==> src/rtl/jdo_pkg.sv <==
package jdo_pkg;
   // Output positions inside every 6-bit mask and enable vector
   localparam int unsigned OUT_LO1_L = 0;
   localparam int unsigned OUT_LO1_R = 1;
   localparam int unsigned OUT_LO2_L = 2;
   localparam int unsigned OUT_LO2_R = 3;
   localparam int unsigned OUT_HP    = 4;
   localparam int unsigned OUT_CPUMP = 5;
   localparam int unsigned OUT_COUNT = 6;

   // Width of a counter able to hold values 0 .. n-1
   function automatic int unsigned cnt_width(input int unsigned n);
      return (n > 1) ? $clog2(n) : 1;
   endfunction
endpackage

==> src/rtl/jdo_src_mux.sv <==
module jdo_src_mux #(
   parameter int unsigned NUM_SRC = 5,
   parameter int unsigned SEL_W   = 3
) (
   input  logic [NUM_SRC-1:0] pins_i,
   input  logic [SEL_W-1:0]   sel_i,
   output logic               pin_o
);
   // Codes at or above NUM_SRC match no pin and read as 0
   always_comb begin
      pin_o = 1'b0;
      for (int i = 0; i < NUM_SRC; i++) begin
         if (sel_i == SEL_W'(i)) pin_o = pins_i[i];
      end
   end
endmodule

==> src/rtl/jdo_sync.sv <==
module jdo_sync #(
   parameter int unsigned STAGES = 2
) (
   input  logic clk_i,
   input  logic rst_ni,
   input  logic d_i,
   output logic q_o
);
   generate
      if (STAGES == 0) begin : g_bypass
         assign q_o = d_i;
      end else begin : g_chain
         logic [STAGES-1:0] chain_q;
         always_ff @(posedge clk_i or negedge rst_ni) begin
            if (!rst_ni) chain_q <= '0;
            else if (STAGES == 1) chain_q <= d_i;
            else chain_q <= {chain_q[STAGES-2:0], d_i};
         end
         assign q_o = chain_q[STAGES-1];
      end
   endgenerate
endmodule

==> src/rtl/jdo_debounce.sv <==
module jdo_debounce #(
   parameter int unsigned HOLD_TICKS = 2
) (
   input  logic clk_i,
   input  logic rst_ni,
   input  logic sample_i,
   input  logic tick_i,
   output logic state_o
);
   localparam int unsigned CNT_W = jdo_pkg::cnt_width(HOLD_TICKS);
   localparam logic [CNT_W-1:0] LAST = CNT_W'(HOLD_TICKS - 1);

   logic             state_q;
   logic [CNT_W-1:0] cnt_q;

   always_ff @(posedge clk_i or negedge rst_ni) begin
      if (!rst_ni) begin
         state_q <= 1'b0;
         cnt_q   <= '0;
      end else if (sample_i == state_q) begin
         cnt_q <= '0;
      end else if (tick_i) begin
         if (cnt_q == LAST) begin
            state_q <= sample_i;
            cnt_q   <= '0;
         end else begin
            cnt_q <= cnt_q + 1'b1;
         end
      end
   end

   assign state_o = state_q;
endmodule

==> src/rtl/jdo_gate.sv <==
module jdo_gate #(
   parameter int unsigned NUM_OUT = 6
) (
   input  logic               jd_ena_i,
   input  logic               det_i,
   input  logic [NUM_OUT-1:0] mask0_i,
   input  logic [NUM_OUT-1:0] mask1_i,
   input  logic [NUM_OUT-1:0] req_i,
   output logic [NUM_OUT-1:0] en_o
);
   generate
      for (genvar i = 0; i < NUM_OUT; i++) begin : g_bit
         logic keep;
         assign keep    = det_i ? mask1_i[i] : mask0_i[i];
         assign en_o[i] = req_i[i] & (~jd_ena_i | keep);
      end
   endgenerate
endmodule

==> src/rtl/jdo_ctrl.sv <==
module jdo_ctrl #(
   parameter int unsigned NUM_SRC     = 5,
   parameter int unsigned SEL_W       = 3,
   parameter int unsigned NUM_OUT     = jdo_pkg::OUT_COUNT,
   parameter int unsigned SYNC_STAGES = 2,
   parameter int unsigned HOLD_TICKS  = 2,
   localparam int unsigned CFG_W      = 2 * NUM_OUT + SEL_W + 4
) (
   input  logic               clk_i,
   input  logic               rst_ni,
   input  logic [CFG_W-1:0]   cfg_i,
   input  logic [NUM_SRC-1:0] pins_i,
   input  logic [NUM_OUT-1:0] out_req_i,
   input  logic               tick_fast_i,
   input  logic               tick_slow_i,
   output logic [NUM_OUT-1:0] out_en_o,
   output logic               det_o
);
   localparam int unsigned M1_LSB  = NUM_OUT;
   localparam int unsigned SEL_LSB = 2 * NUM_OUT;
   localparam int unsigned INV_BIT = SEL_LSB + SEL_W;
   localparam int unsigned ENA_BIT = INV_BIT + 1;
   localparam int unsigned TKE_BIT = INV_BIT + 2;
   localparam int unsigned TKS_BIT = INV_BIT + 3;

   generate
      if (NUM_SRC < 1 || NUM_SRC > (1 << SEL_W)) begin : g_bad_src
         $error("jdo_ctrl: NUM_SRC must lie in 1 .. 2**SEL_W");
      end
      if (HOLD_TICKS < 1) begin : g_bad_hold
         $error("jdo_ctrl: HOLD_TICKS must be at least 1");
      end
      if (NUM_OUT < 1) begin : g_bad_out
         $error("jdo_ctrl: NUM_OUT must be at least 1");
      end
   endgenerate

   logic [NUM_OUT-1:0] mask0, mask1;
   logic [SEL_W-1:0]   src_sel;
   logic               invert, jd_ena, tick_ena, tick_slow_sel;
   logic               raw_pin, sync_pin, tick_sel;

   assign mask0         = cfg_i[NUM_OUT-1:0];
   assign mask1         = cfg_i[M1_LSB +: NUM_OUT];
   assign src_sel       = cfg_i[SEL_LSB +: SEL_W];
   assign invert        = cfg_i[INV_BIT];
   assign jd_ena        = cfg_i[ENA_BIT];
   assign tick_ena      = cfg_i[TKE_BIT];
   assign tick_slow_sel = cfg_i[TKS_BIT];

   assign tick_sel = tick_ena & (tick_slow_sel ? tick_slow_i : tick_fast_i);

   jdo_src_mux #(.NUM_SRC(NUM_SRC), .SEL_W(SEL_W)) u_mux (
      .pins_i (pins_i),
      .sel_i  (src_sel),
      .pin_o  (raw_pin)
   );

   jdo_sync #(.STAGES(SYNC_STAGES)) u_sync (
      .clk_i  (clk_i),
      .rst_ni (rst_ni),
      .d_i    (raw_pin),
      .q_o    (sync_pin)
   );

   jdo_debounce #(.HOLD_TICKS(HOLD_TICKS)) u_deb (
      .clk_i    (clk_i),
      .rst_ni   (rst_ni),
      .sample_i (sync_pin ^ invert),
      .tick_i   (tick_sel),
      .state_o  (det_o)
   );

   jdo_gate #(.NUM_OUT(NUM_OUT)) u_gate (
      .jd_ena_i (jd_ena),
      .det_i    (det_o),
      .mask0_i  (mask0),
      .mask1_i  (mask1),
      .req_i    (out_req_i),
      .en_o     (out_en_o)
   );
endmodule

==> config.mk <==
export PLATFORM = sky130hd
export DESIGN_NAME = jdo_ctrl
export DESIGN_NICKNAME = d
export VERILOG_FILES = /design/src/rtl/jdo_pkg.sv /design/src/rtl/jdo_src_mux.sv /design/src/rtl/jdo_sync.sv /design/src/rtl/jdo_debounce.sv /design/src/rtl/jdo_gate.sv /design/src/rtl/jdo_ctrl.sv
export SDC_FILE = /design/constraint.sdc
export NUM_CORES = 1
export LEC_CHECK = 0
export ABC_CLOCK_PERIOD_IN_PS = 2150
export BUFFER_PORTS_ARGS = -buffer_cell sky130_fd_sc_hd__buf_2
export CAP_MARGIN = 0
export CORE_AREA = 2 2 39 41
export DETAILED_ROUTE_END_ITERATION = 8
export DIE_AREA = 0 0 41 43
export PLACE_DENSITY = 0.74
export SETUP_SLACK_MARGIN = 0.02
export SLEW_MARGIN = 20
export SYNTH_ARGS = -nofsm -noshare
export SYNTH_HDL_FRONTEND = slang
export SYNTH_HIERARCHICAL = 1
export SYNTH_SLANG_ARGS = --single-unit
==> constraint.sdc <==
create_clock -name clk_i -period 2.15 [get_ports clk_i]
set_input_delay 0.3225 -clock clk_i [delete_from_list [all_inputs] [get_ports clk_i]]
set_output_delay 0.3225 -clock clk_i [all_outputs]
set_load 0.01 [all_outputs]
==> results.txt, run 1 <==
----------------------------------------------------
[Global route]
  Maximum number of pins on one net before global-route repair ... 10
  Total routing usage reported by global routing ... 12.4%
  First-pass GRT wire length ... 1410 microns
  Overall overflow remaining after global route ... 0
  Vias in the first global route ... 370
  Initial antenna violation count ... 0

[Yosys]
  Area share of the largest cell type after synthesis ... 29.9%
  List of most frequent post-synthesis cells ... 8 x mux2i_1, 6 x a21boi_1, 4 x dfrtp_1
  Mapped Cells ... 31
  Dominant register cell in the synthesized netlist ... dfrtp_1
  Most frequent cell after synthesis ... mux2i_1
  Proportion of synthesized chip area in sequential cells ... 29.9%
  Netlist area before placement ... 335 sq um
  Number of flops mapped to enable cells by yosys ... 0
  Cell taking the most area after synthesis ... dfrtp_1
  Proportion of synthesized flip-flops having asynchronous set or reset ... 100%
  Syn Nets ... 65
  Number of library cell types mapped by synthesis ... 13
  Yosys Warn Count ... 6
  Average size of a mapped cell ... 10.8 sq um
  Area contributors post-synth ... dfrtp_1 30%, mux2i_1 24%, a21boi_1 13%, mux2_4 9.0%, xnor2_1 5.2%
  Number of storage elements in the synthesis netlist ... 4

[Clocking]
  TritonCTS buffer count ... 3
  Clock transition at the register clock pins on the worst setup and hold paths after CTS ... 0.04 ns
  Buffer type at the clock tree root ... clkbuf_4
  Number of buffers on the longest clock path ... 2
  CTS tree ... built
  Postcts setup bufs ... 0
  Clock sinks ... 4
  Post-cts sizing count ... 0
  Worst-skew pair later-pin latency ... 0.23 ns
  Hold buffer count at CTS ... 1
  Number of levels in the clock H-tree ... 1

[Timing]
  Top achievable clock speed ... 608 MHz
  Clock Skew ... 0.00309 ns
  Final Hold Slack ... 0.342 ns
  Post-route fraction of the period consumed by the critical path ... 76.5%
  Count of final hold-check violations ... 0
  Number of max-slew violations in the final report ... 0
  Total negative slack ... 0 ns
  Transition at the pin with the smallest max-transition slack ... 0.396 ns
  Final setup violation count ... 0
  Minimum period implied by the final worst setup slack ... 1.65 ns
  Max-slew headroom ... 73.6%
  Unrepaired setup endpoints after global routing ... false

[Routing]
  Violation count after the first detailed-route iteration ... 5
  Remaining DRCs ... 0
  Via total after detailed routing ... 402
  WL per Instance ... 10.5 microns
  First-pass iteration count of the detailed router ... 4
  Antenna-violating nets left ... 0
  Total length of routed wires ... 941 microns
  Routed vias/inst ... 4.47

[Pwr]
  Sw Ratio ... 33.2%
  PD cells ... 704 nW/um^2
  Leakage power ... 0.331 nW
  Combinational share of power ... 43.2%
  Int Power ... 271 uW
  Sequential Power Share ... 33.7%
  Max rail drop VDD ... 0.313 mV
  Power dissipated by switching net loads ... 135 uW
  Clock power frac ... 23.1%
  Post-layout total power ... 406 uW

[Floorplan]
  Area of the core region ... 1380 sq um
  Core Rows ... 14
  Initial Util ... 24.2%
  Die H ... 43 microns
  Die width ... 41 microns
  Number of placed I/O pins ... 41
  Area of the die ... 1760 sq um

[Final layout]
  Flip-flop and latch area ... 100 sq um
  Number of inserted filler cells in the final layout ... 148
  Multi-input logic area ... 224 sq um
  P&R area growth vs syn ... 72.0%
  ANT cells ... 0
  Ratio of cells with drive above 1 in the final layout ... 62.2%
  Layout net count ... 110
  Non-filler instance count after layout ... 90

[Worst setup path]
  Combined buffer and inverter count along the critical path ... 1
  CP endpoint kind ... primary output
  Kind of start point of the critical path ... register
  Category of cells accounting for the largest share of critical-path delay ... flip-flops
  Slowest library cell on the worst path ... dfrtp_1
  Worst setup path category ... register to primary output
  Worst-path maximum fanout ... 9
  Required time of the critical path ... 1.83 ns
  Largest stage delay on the critical path ... 0.57 ns
  Cells traversed along the worst timing path ... mux2i_1 > a21boi_1 > buf_2
  Crit path arrival time ... 1.32 ns

[Run status]
  Status ... complete, no violations

[Place]
  I/O Buffers ... 40
  Placer's final routability congestion estimate ... 0.587
  Number of placed cells counting well taps ... 86

[Worst hold path]
  Class of the most critical hold timing path ... register to register

[Flow run]
  Number of maximum-capacitance violations ... 0

----------------------------------------------------
-- kinds of logic after synthesis --
logic type	count (synthesis)	synth area share (%)
XOR/XNOR	3	7.84
multiplexers	10	32.8
buffers and inverters	1	3.36
flip-flops	4	29.9
AND/OR/NAND/NOR	6	10.1
AO/OA/AOI/OAI	7	16.0
-- cells in the final DEF (no fill, tap or decap) --
master,n
clkbuf_4,3
nor2b_1,1
nor2_1,2
dfrtp_1,4
buf_2,40
xor2_1,1
dlygate4sd3_1,1
a21boi_1,6
o311ai_1,1
mux2_4,2
mux2i_1,8
nand3b_2,1
nand3_1,1
nand2_1,1
xnor2_1,2
-- path summary, 6_finish.rpt --
check                                                     from                                   to  slack [ns]  cells after the start
max in group asynchronous                               rst_ni  u_sync/g_chain.chain_q[0]$_DFF_PN0_        1.61                      2
max                                  u_deb/state_o$_DFFE_PN0P_                          out_en_o[0]        0.50                      3
max reg2reg                          u_deb/state_o$_DFFE_PN0P_            u_deb/state_o$_DFFE_PN0P_        1.20                      1
min                        u_sync/g_chain.chain_q[0]$_DFF_PN0_  u_sync/g_chain.chain_q[1]$_DFF_PN0_        0.34                      0
min in group asynchronous                               rst_ni              u_deb/cnt_q$_DFFE_PN0P_        0.42                      2
min reg2reg                u_sync/g_chain.chain_q[0]$_DFF_PN0_  u_sync/g_chain.chain_q[1]$_DFF_PN0_        0.34                      0
-- area by class of cell --
type                       instances  area share, %
multi-input combinational         26           38.8
timing repair buffer              41           36.4
sequential                         4           17.4
clock buffer                       3           3.90
tap                               16           3.47
-- through the flow --
stage,setup WS [ns],util [%],area [sq um]
2_1_floorplan,0.904,-,335
3_3_place_gp,0.794,39.3,544
3_5_place_dp,0.762,39.3,544
4_1_cts,0.503,41.7,577
5_1_grt,0.451,41.7,577
6_report,0.504,41.7,577
-- power groups by stage --
stage | clock network, mW | registers [mW] | logic (mW)
2_1_floorplan | 0 | 0.120 | 0.142
3_3_place_gp | 0 | 0.136 | 0.172
3_5_place_dp | 0 | 0.139 | 0.176
4_1_cts | 0.0992 | 0.138 | 0.178
5_1_grt | 0.104 | 0.142 | 0.192
6_report | 0.0936 | 0.137 | 0.176
-- routing by layer --
| layer | track usage, % | vias up | wire (microns) |
|---|---|---|---|
| met5 | 0 | - | 0 |
| met4 | 6.00 | 0 | 9 |
| met3 | 7.85 | 2 | 65 |
| met2 | 18.8 | 13 | 531 |
| met1 | 12.8 | 186 | 335 |
| li1 | - | 201 | - |
-- state kept, by name, summed over array words and instances (netlist names) --
| register | cells |
|---|---|
| u_deb/cnt_q | 1 |
| u_sync/g_chain.chain_q | 2 |
| u_deb/state_o | 1 |
Note: power is estimated with default switching activity, not from simulation.
==> inputs of run 2 (changes only) <==
--- a/config.mk
+++ b/config.mk
@@ -5,13 +5,13 @@
 export SDC_FILE = /design/constraint.sdc
 export NUM_CORES = 1
 export LEC_CHECK = 0
-export ABC_CLOCK_PERIOD_IN_PS = 2150
+export ABC_CLOCK_PERIOD_IN_PS = 1400
 export BUFFER_PORTS_ARGS = -buffer_cell sky130_fd_sc_hd__buf_2
 export CAP_MARGIN = 0
 export CORE_AREA = 2 2 39 41
 export DETAILED_ROUTE_END_ITERATION = 8
 export DIE_AREA = 0 0 41 43
-export PLACE_DENSITY = 0.74
+export PLACE_DENSITY = 0.76
 export SETUP_SLACK_MARGIN = 0.02
 export SLEW_MARGIN = 20
 export SYNTH_ARGS = -nofsm -noshare
==> constraint.sdc (replaced) <==
create_clock -name clk_i -period 1.4 [get_ports clk_i]
set_input_delay 0.21 -clock clk_i [delete_from_list [all_inputs] [get_ports clk_i]]
set_output_delay 0.21 -clock clk_i [all_outputs]
set_load 0.01 [all_outputs]
==> results.txt, run 2 (synthesis gave the netlist of run 1 again) <==
----------------------------------------------------
[Run status]
  Status ... finished, violations left
  Violated checks ... negative setup slack

[Timing]
  Top achievable clock speed ... 714 MHz
  Transition at the pin with the smallest max-transition slack ... 0.225 ns
  Minimum period implied by the final worst setup slack ... 1.40 ns
  Count of final hold-check violations ... 0
  Final setup violation count ... 1
  Post-route fraction of the period consumed by the critical path ... 100%
  Total negative slack ... -0.000958 ns
  Unrepaired setup endpoints after global routing ... true
  Final Worst Setup Slack ... -0.000958 ns
  Max-slew headroom ... 84.8%
  Clock Skew ... 0.000997 ns
  Number of max-slew violations in the final report ... 0

[Final layout]
  Commonest cells after routing, fill and taps aside ... 41 x buf_2, 8 x mux2i_1, 6 x a21boi_1
  Flip-flop count of the largest register after layout ... 2
  Most flops, register ... u_sync/g_chain.chain_q
  Post-route cell area ... 606 sq um
  P&R area growth vs syn ... 80.6%
  Number of inserted filler cells in the final layout ... 141
  Non-filler instance count after layout ... 94
  ANT cells ... 0
  Commonest non-fill, non-tap cell in the layout ... buf_2
  Layout net count ... 114
  Ratio of cells with drive above 1 in the final layout ... 65.4%

[Floorplan]
  Die width ... 41 microns
  Core Rows ... 14
  Area of the core region ... 1380 sq um
  Initial Util ... 24.2%
  Die H ... 43 microns
  Area of the die ... 1760 sq um
  Number of placed I/O pins ... 41

[Pwr]
  Leakage power ... 0.349 nW
  Post-layout total power ... 710 uW
  PD cells ... 1170 nW/um^2
  Max rail drop VDD ... 0.420 mV

[Place]
  Number of placed cells counting well taps ... 86
  I/O Buffers ... 40
  Placer's final routability congestion estimate ... 0.647
  DP Wirelength ... 856 microns
  Placement Cell Area ... 544 sq um
  Worst setup slack after placement ... 0.127 ns

[Clocking]
  Worst-skew pair later-pin latency ... 0.23 ns
  Buffer type at the clock tree root ... clkbuf_4
  Number of levels in the clock H-tree ... 1
  CTS tree ... built
  TritonCTS buffer count ... 3
  Number of buffers on the longest clock path ... 2
  Clock transition at the register clock pins on the worst setup and hold paths after CTS ... 0.04 ns
  Clock sinks ... 4

[Worst setup path]
  Required time of the critical path ... 1.19 ns
  Cells traversed along the worst timing path ... buf_4 > mux2i_1 > a21boi_1 > buf_2
  Largest stage delay on the critical path ... 0.41 ns
  End of the worst register-to-register path ... u_deb/state_o$_DFFE_PN0P_
  Category of cells accounting for the largest share of critical-path delay ... flip-flops
  Slowest library cell on the worst path ... dfrtp_2
  CP endpoint kind ... primary output
  RR Startpoint ... u_deb/state_o$_DFFE_PN0P_
  Count of cell instances traversed by the critical path ... 4
  CP Launch Point ... u_deb/state_o$_DFFE_PN0P_
  Worst-path maximum fanout ... 4
  Last element of the critical path ... out_en_o[5]
  Kind of start point of the critical path ... register
  Crit path arrival time ... 1.19 ns
  Worst setup path category ... register to primary output
  Combined buffer and inverter count along the critical path ... 2
  Worst reg-to-reg path cell count ... 2
  FF-to-FF setup slack ... 0.46 ns

[Routing]
  Highest Signal Layer ... met4
  Met3 Wirelength ... 62 microns
  Violation count after the first detailed-route iteration ... 3
  Routed vias/inst ... 4.51
  Antenna-violating nets left ... 0
  Total length of routed wires ... 1070 microns
  Remaining DRCs ... 0
  Wire length on met1 ... 344 microns
  Via total after detailed routing ... 424
  First-pass iteration count of the detailed router ... 4
  WL per Instance ... 11.4 microns
  Amount of wire on met2 after detailed routing ... 651 microns

[Global route]
  Initial antenna violation count ... 0
  Vias in the first global route ... 398
  Overall overflow remaining after global route ... 0
  Maximum number of pins on one net before global-route repair ... 10
  First-pass GRT wire length ... 1520 microns
  Total routing usage reported by global routing ... 13.3%

[Worst hold path]
  Class of the most critical hold timing path ... input port to register

[Flow run]
  Number of maximum-capacitance violations ... 0

----------------------------------------------------
## run 2: metrics by stage
stage	utilization, %	hold WS (ns)
after floorplan	-	-0.0856
after global placement	39.3	0.0154
after detailed placement	39.3	0.0167
after CTS	41.8	0.222
after global routing	43.8	0.228
final	43.8	0.231
## run 2: worst min-delay path by stage
stage / from / endpoint / cells past startpoint / slack (ns)
final: pins_i[2] / u_sync/g_chain.chain_q[0]$_DFF_PN0_ / 3 / 0.23
after global routing: pins_i[2] / u_sync/g_chain.chain_q[0]$_DFF_PN0_ / 3 / 0.23
after CTS: pins_i[2] / u_sync/g_chain.chain_q[0]$_DFF_PN0_ / 3 / 0.22
after detailed placement: rst_ni / u_sync/g_chain.chain_q[0]$_DFF_PN0_ / 1 / 0.02
after global placement: rst_ni / u_sync/g_chain.chain_q[0]$_DFF_PN0_ / 1 / 0.02
after floorplan: rst_ni / u_deb/cnt_q$_DFFE_PN0P_ / 0 / -0.09
## run 2: repair_timing
action	in CTS	in global routing
pin swaps	3	2
endpoints found under the setup margin	6	6
hold buffers	1	0
hold endpoints to repair	4	0
gates resized for setup	1	1
setup buffers	0	4
## run 2: worst register-to-register path, cell delays in order (launching register included)
cell     delay, ns
dfrtp_2       0.41
buf_2         0.16
mux2_4        0.26
## run 2: per-layer routing
| layer | vias up | GRT usage [%] |
|---|---|---|
| met5 | - | 0 |
| met4 | 0 | 10.0 |
| met3 | 2 | 4.71 |
| met2 | 14 | 22.2 |
| met1 | 201 | 12.1 |
| li1 | 207 | - |
## run 2: layout make-up
type	instances	area (sq um)	area share (%)
well taps	16	20.0	3.31
flip-flops and latches	4	101	16.7
clock buffers	3	22.5	3.72
repair buffers	45	238	39.3
multi-input cells	26	224	37.0
## run 2: power by group
group	switching, mW	internal, mW	total (mW)
Combinational	0.158	0.231	0.389
Sequential	0.0258	0.153	0.179
Clock	0.0466	0.0959	0.142
Total	0.230	0.480	0.710
==> inputs of run 3 (changes only) <==
--- a/config.mk
+++ b/config.mk
@@ -11,8 +11,10 @@
 export CORE_AREA = 2 2 39 41
 export DETAILED_ROUTE_END_ITERATION = 8
 export DIE_AREA = 0 0 41 43
+export GPL_ROUTABILITY_DRIVEN = 0
 export PLACE_DENSITY = 0.76
-export SETUP_SLACK_MARGIN = 0.02
+export RECOVER_POWER = 50
+export SETUP_SLACK_MARGIN = 0.05
 export SLEW_MARGIN = 20
 export SYNTH_ARGS = -nofsm -noshare
 export SYNTH_HDL_FRONTEND = slang
==> results.txt, run 3 (synthesis gave the netlist of run 1 again) <==
----------------------------------------------------
[Clocking]
  Number of buffers on the longest clock path ... 2
  Clock sinks ... 4
  Clock transition at the register clock pins on the worst setup and hold paths after CTS ... 0.04 ns
  Buffer type at the clock tree root ... clkbuf_4
  Number of levels in the clock H-tree ... 1
  TritonCTS buffer count ... 3
  CTS tree ... built
  Worst-skew pair later-pin latency ... 0.23 ns

[Pwr]
  Sw Ratio ... 31.9%
  Combinational share of power ... 54.8%
  Clock power frac ... 19.7%
  Max rail drop VDD ... 0.426 mV
  Power dissipated by switching net loads ... 225 uW
  Leakage power ... 0.343 nW
  Post-layout total power ... 705 uW
  Sequential Power Share ... 25.5%
  Int Power ... 480 uW
  PD cells ... 1170 nW/um^2

[Timing]
  Unrepaired setup endpoints after global routing ... true
  Clock Skew ... 0.00277 ns
  Post-route fraction of the period consumed by the critical path ... 102%
  Transition at the pin with the smallest max-transition slack ... 0.225 ns
  Minimum period implied by the final worst setup slack ... 1.42 ns
  Final Hold Slack ... 0.231 ns
  Number of max-slew violations in the final report ... 0
  Count of final hold-check violations ... 0
  Final setup violation count ... 2
  Final Worst Setup Slack ... -0.0230 ns
  Top achievable clock speed ... 703 MHz
  Max-slew headroom ... 84.8%

[Routing]
  Routed vias/inst ... 4.44
  Violation count after the first detailed-route iteration ... 1
  Antenna-violating nets left ... 0
  Remaining DRCs ... 0
  First-pass iteration count of the detailed router ... 2
  Via total after detailed routing ... 413
  Total length of routed wires ... 1050 microns
  WL per Instance ... 11.2 microns

[Final layout]
  Commonest non-fill, non-tap cell in the layout ... buf_2
  P&R area growth vs syn ... 79.9%
  Most flops, register ... u_sync/g_chain.chain_q
  Non-filler instance count after layout ... 93
  Post-Route Utilization ... 43.6%
  ANT cells ... 0
  Ratio of cells with drive above 1 in the final layout ... 63.6%
  Flip-flop count of the largest register after layout ... 2
  Number of inserted filler cells in the final layout ... 146
  Post-route cell area ... 603 sq um
  Commonest cells after routing, fill and taps aside ... 39 x buf_2, 8 x mux2i_1, 6 x a21boi_1, 3 x clkbuf_4, 3 x dfrtp_1
  Layout net count ... 113

[Floorplan]
  Area of the core region ... 1380 sq um
  Initial Util ... 24.2%
  Die width ... 41 microns
  Die H ... 43 microns
  Area of the die ... 1760 sq um
  Number of placed I/O pins ... 41
  Core Rows ... 14

[Worst setup path]
  Last element of the critical path ... out_en_o[3]
  End of the worst register-to-register path ... u_deb/state_o$_DFFE_PN0P_
  FF-to-FF setup slack ... 0.46 ns
  CP Launch Point ... u_deb/state_o$_DFFE_PN0P_
  CP endpoint kind ... primary output
  Required time of the critical path ... 1.19 ns
  Kind of start point of the critical path ... register
  Worst-path maximum fanout ... 3
  Cells traversed along the worst timing path ... buf_6 > mux2i_1 > a21boi_1 > buf_2
  Category of cells accounting for the largest share of critical-path delay ... flip-flops
  Count of cell instances traversed by the critical path ... 4
  RR Startpoint ... u_deb/state_o$_DFFE_PN0P_
  Worst reg-to-reg path cell count ... 2
  Slowest library cell on the worst path ... dfrtp_2
  Combined buffer and inverter count along the critical path ... 2
  Crit path arrival time ... 1.21 ns
  Largest stage delay on the critical path ... 0.41 ns
  Worst setup path category ... register to primary output

[Worst hold path]
  Class of the most critical hold timing path ... input port to register

[Place]
  DP Wirelength ... 856 microns
  Number of placed cells counting well taps ... 86
  Placement Cell Area ... 544 sq um
  I/O Buffers ... 40

[Run status]
  Status ... finished, violations left
  Violated checks ... negative setup slack

[Global route]
  First-pass GRT wire length ... 1620 microns
  Overall overflow remaining after global route ... 0
  Total routing usage reported by global routing ... 14.3%
  Initial antenna violation count ... 0
  Maximum number of pins on one net before global-route repair ... 7
  Vias in the first global route ... 424

[Flow run]
  Number of maximum-capacitance violations ... 0

----------------------------------------------------
==> run 3: timing repair <==
item,CTS,global route
endpoints found under the setup margin,6,6
gates resized for setup,2,2
setup buffers,3,0
pin swaps,0,5
hold endpoints to repair,4,0
hold buffers,1,0
==> run 3: power by group through the flow <==
stage | logic, mW | registers, mW | clock network (mW)
after floorplan | 0.219 | 0.185 | 0
after global placement | 0.263 | 0.210 | 0
after detailed placement | 0.268 | 0.215 | 0
after CTS | 0.369 | 0.172 | 0.148
after global routing | 0.420 | 0.182 | 0.155
final | 0.386 | 0.180 | 0.139
==> run 3: worst min path at each step <==
stage	startpoint	slack, ns	depth (start not counted)	endpoint
3_5_place_dp	rst_ni	0.02	1	u_sync/g_chain.chain_q[0]$_DFF_PN0_
5_1_grt	pins_i[2]	0.23	3	u_sync/g_chain.chain_q[0]$_DFF_PN0_
6_report	pins_i[2]	0.23	3	u_sync/g_chain.chain_q[0]$_DFF_PN0_
3_3_place_gp	rst_ni	0.02	1	u_sync/g_chain.chain_q[0]$_DFF_PN0_
2_1_floorplan	rst_ni	-0.09	0	u_deb/cnt_q$_DFFE_PN0P_
4_1_cts	pins_i[2]	0.22	3	u_sync/g_chain.chain_q[0]$_DFF_PN0_
==> run 3: layout make-up <==
class	count	area [sq um]	area share, %
clock buffers	3	22.5	3.73
multi-input cells	26	224	37.1
repair buffers	44	235	39.0
well taps	16	20.0	3.32
flip-flops and latches	4	101	16.8
==> run 3: routing by layer <==
metal | global-route usage (%) | part of all wire [%] | vias to the layer above
met5 | 0 | 0 | -
met4 | 10.0 | 1.1 | 0
met3 | 4.71 | 5.4 | 2
met2 | 25.6 | 61 | 12
met1 | 11.8 | 32 | 193
li1 | - | - | 206
==> run 3: metrics by stage <==
stage          worst slack [ns]  TNS [ns]
2_1_floorplan             0.266         0
6_report                -0.0230   -0.0241
3_3_place_gp              0.145         0
3_5_place_dp              0.127         0
4_1_cts                 0.00334         0
5_1_grt                 -0.0581    -0.255
==> run 3: worst reg2reg max path, stage by stage, from the launching register on <==
cell	delay, ns
dfrtp_2	0.41
buf_4	0.16
mux2_4	0.25
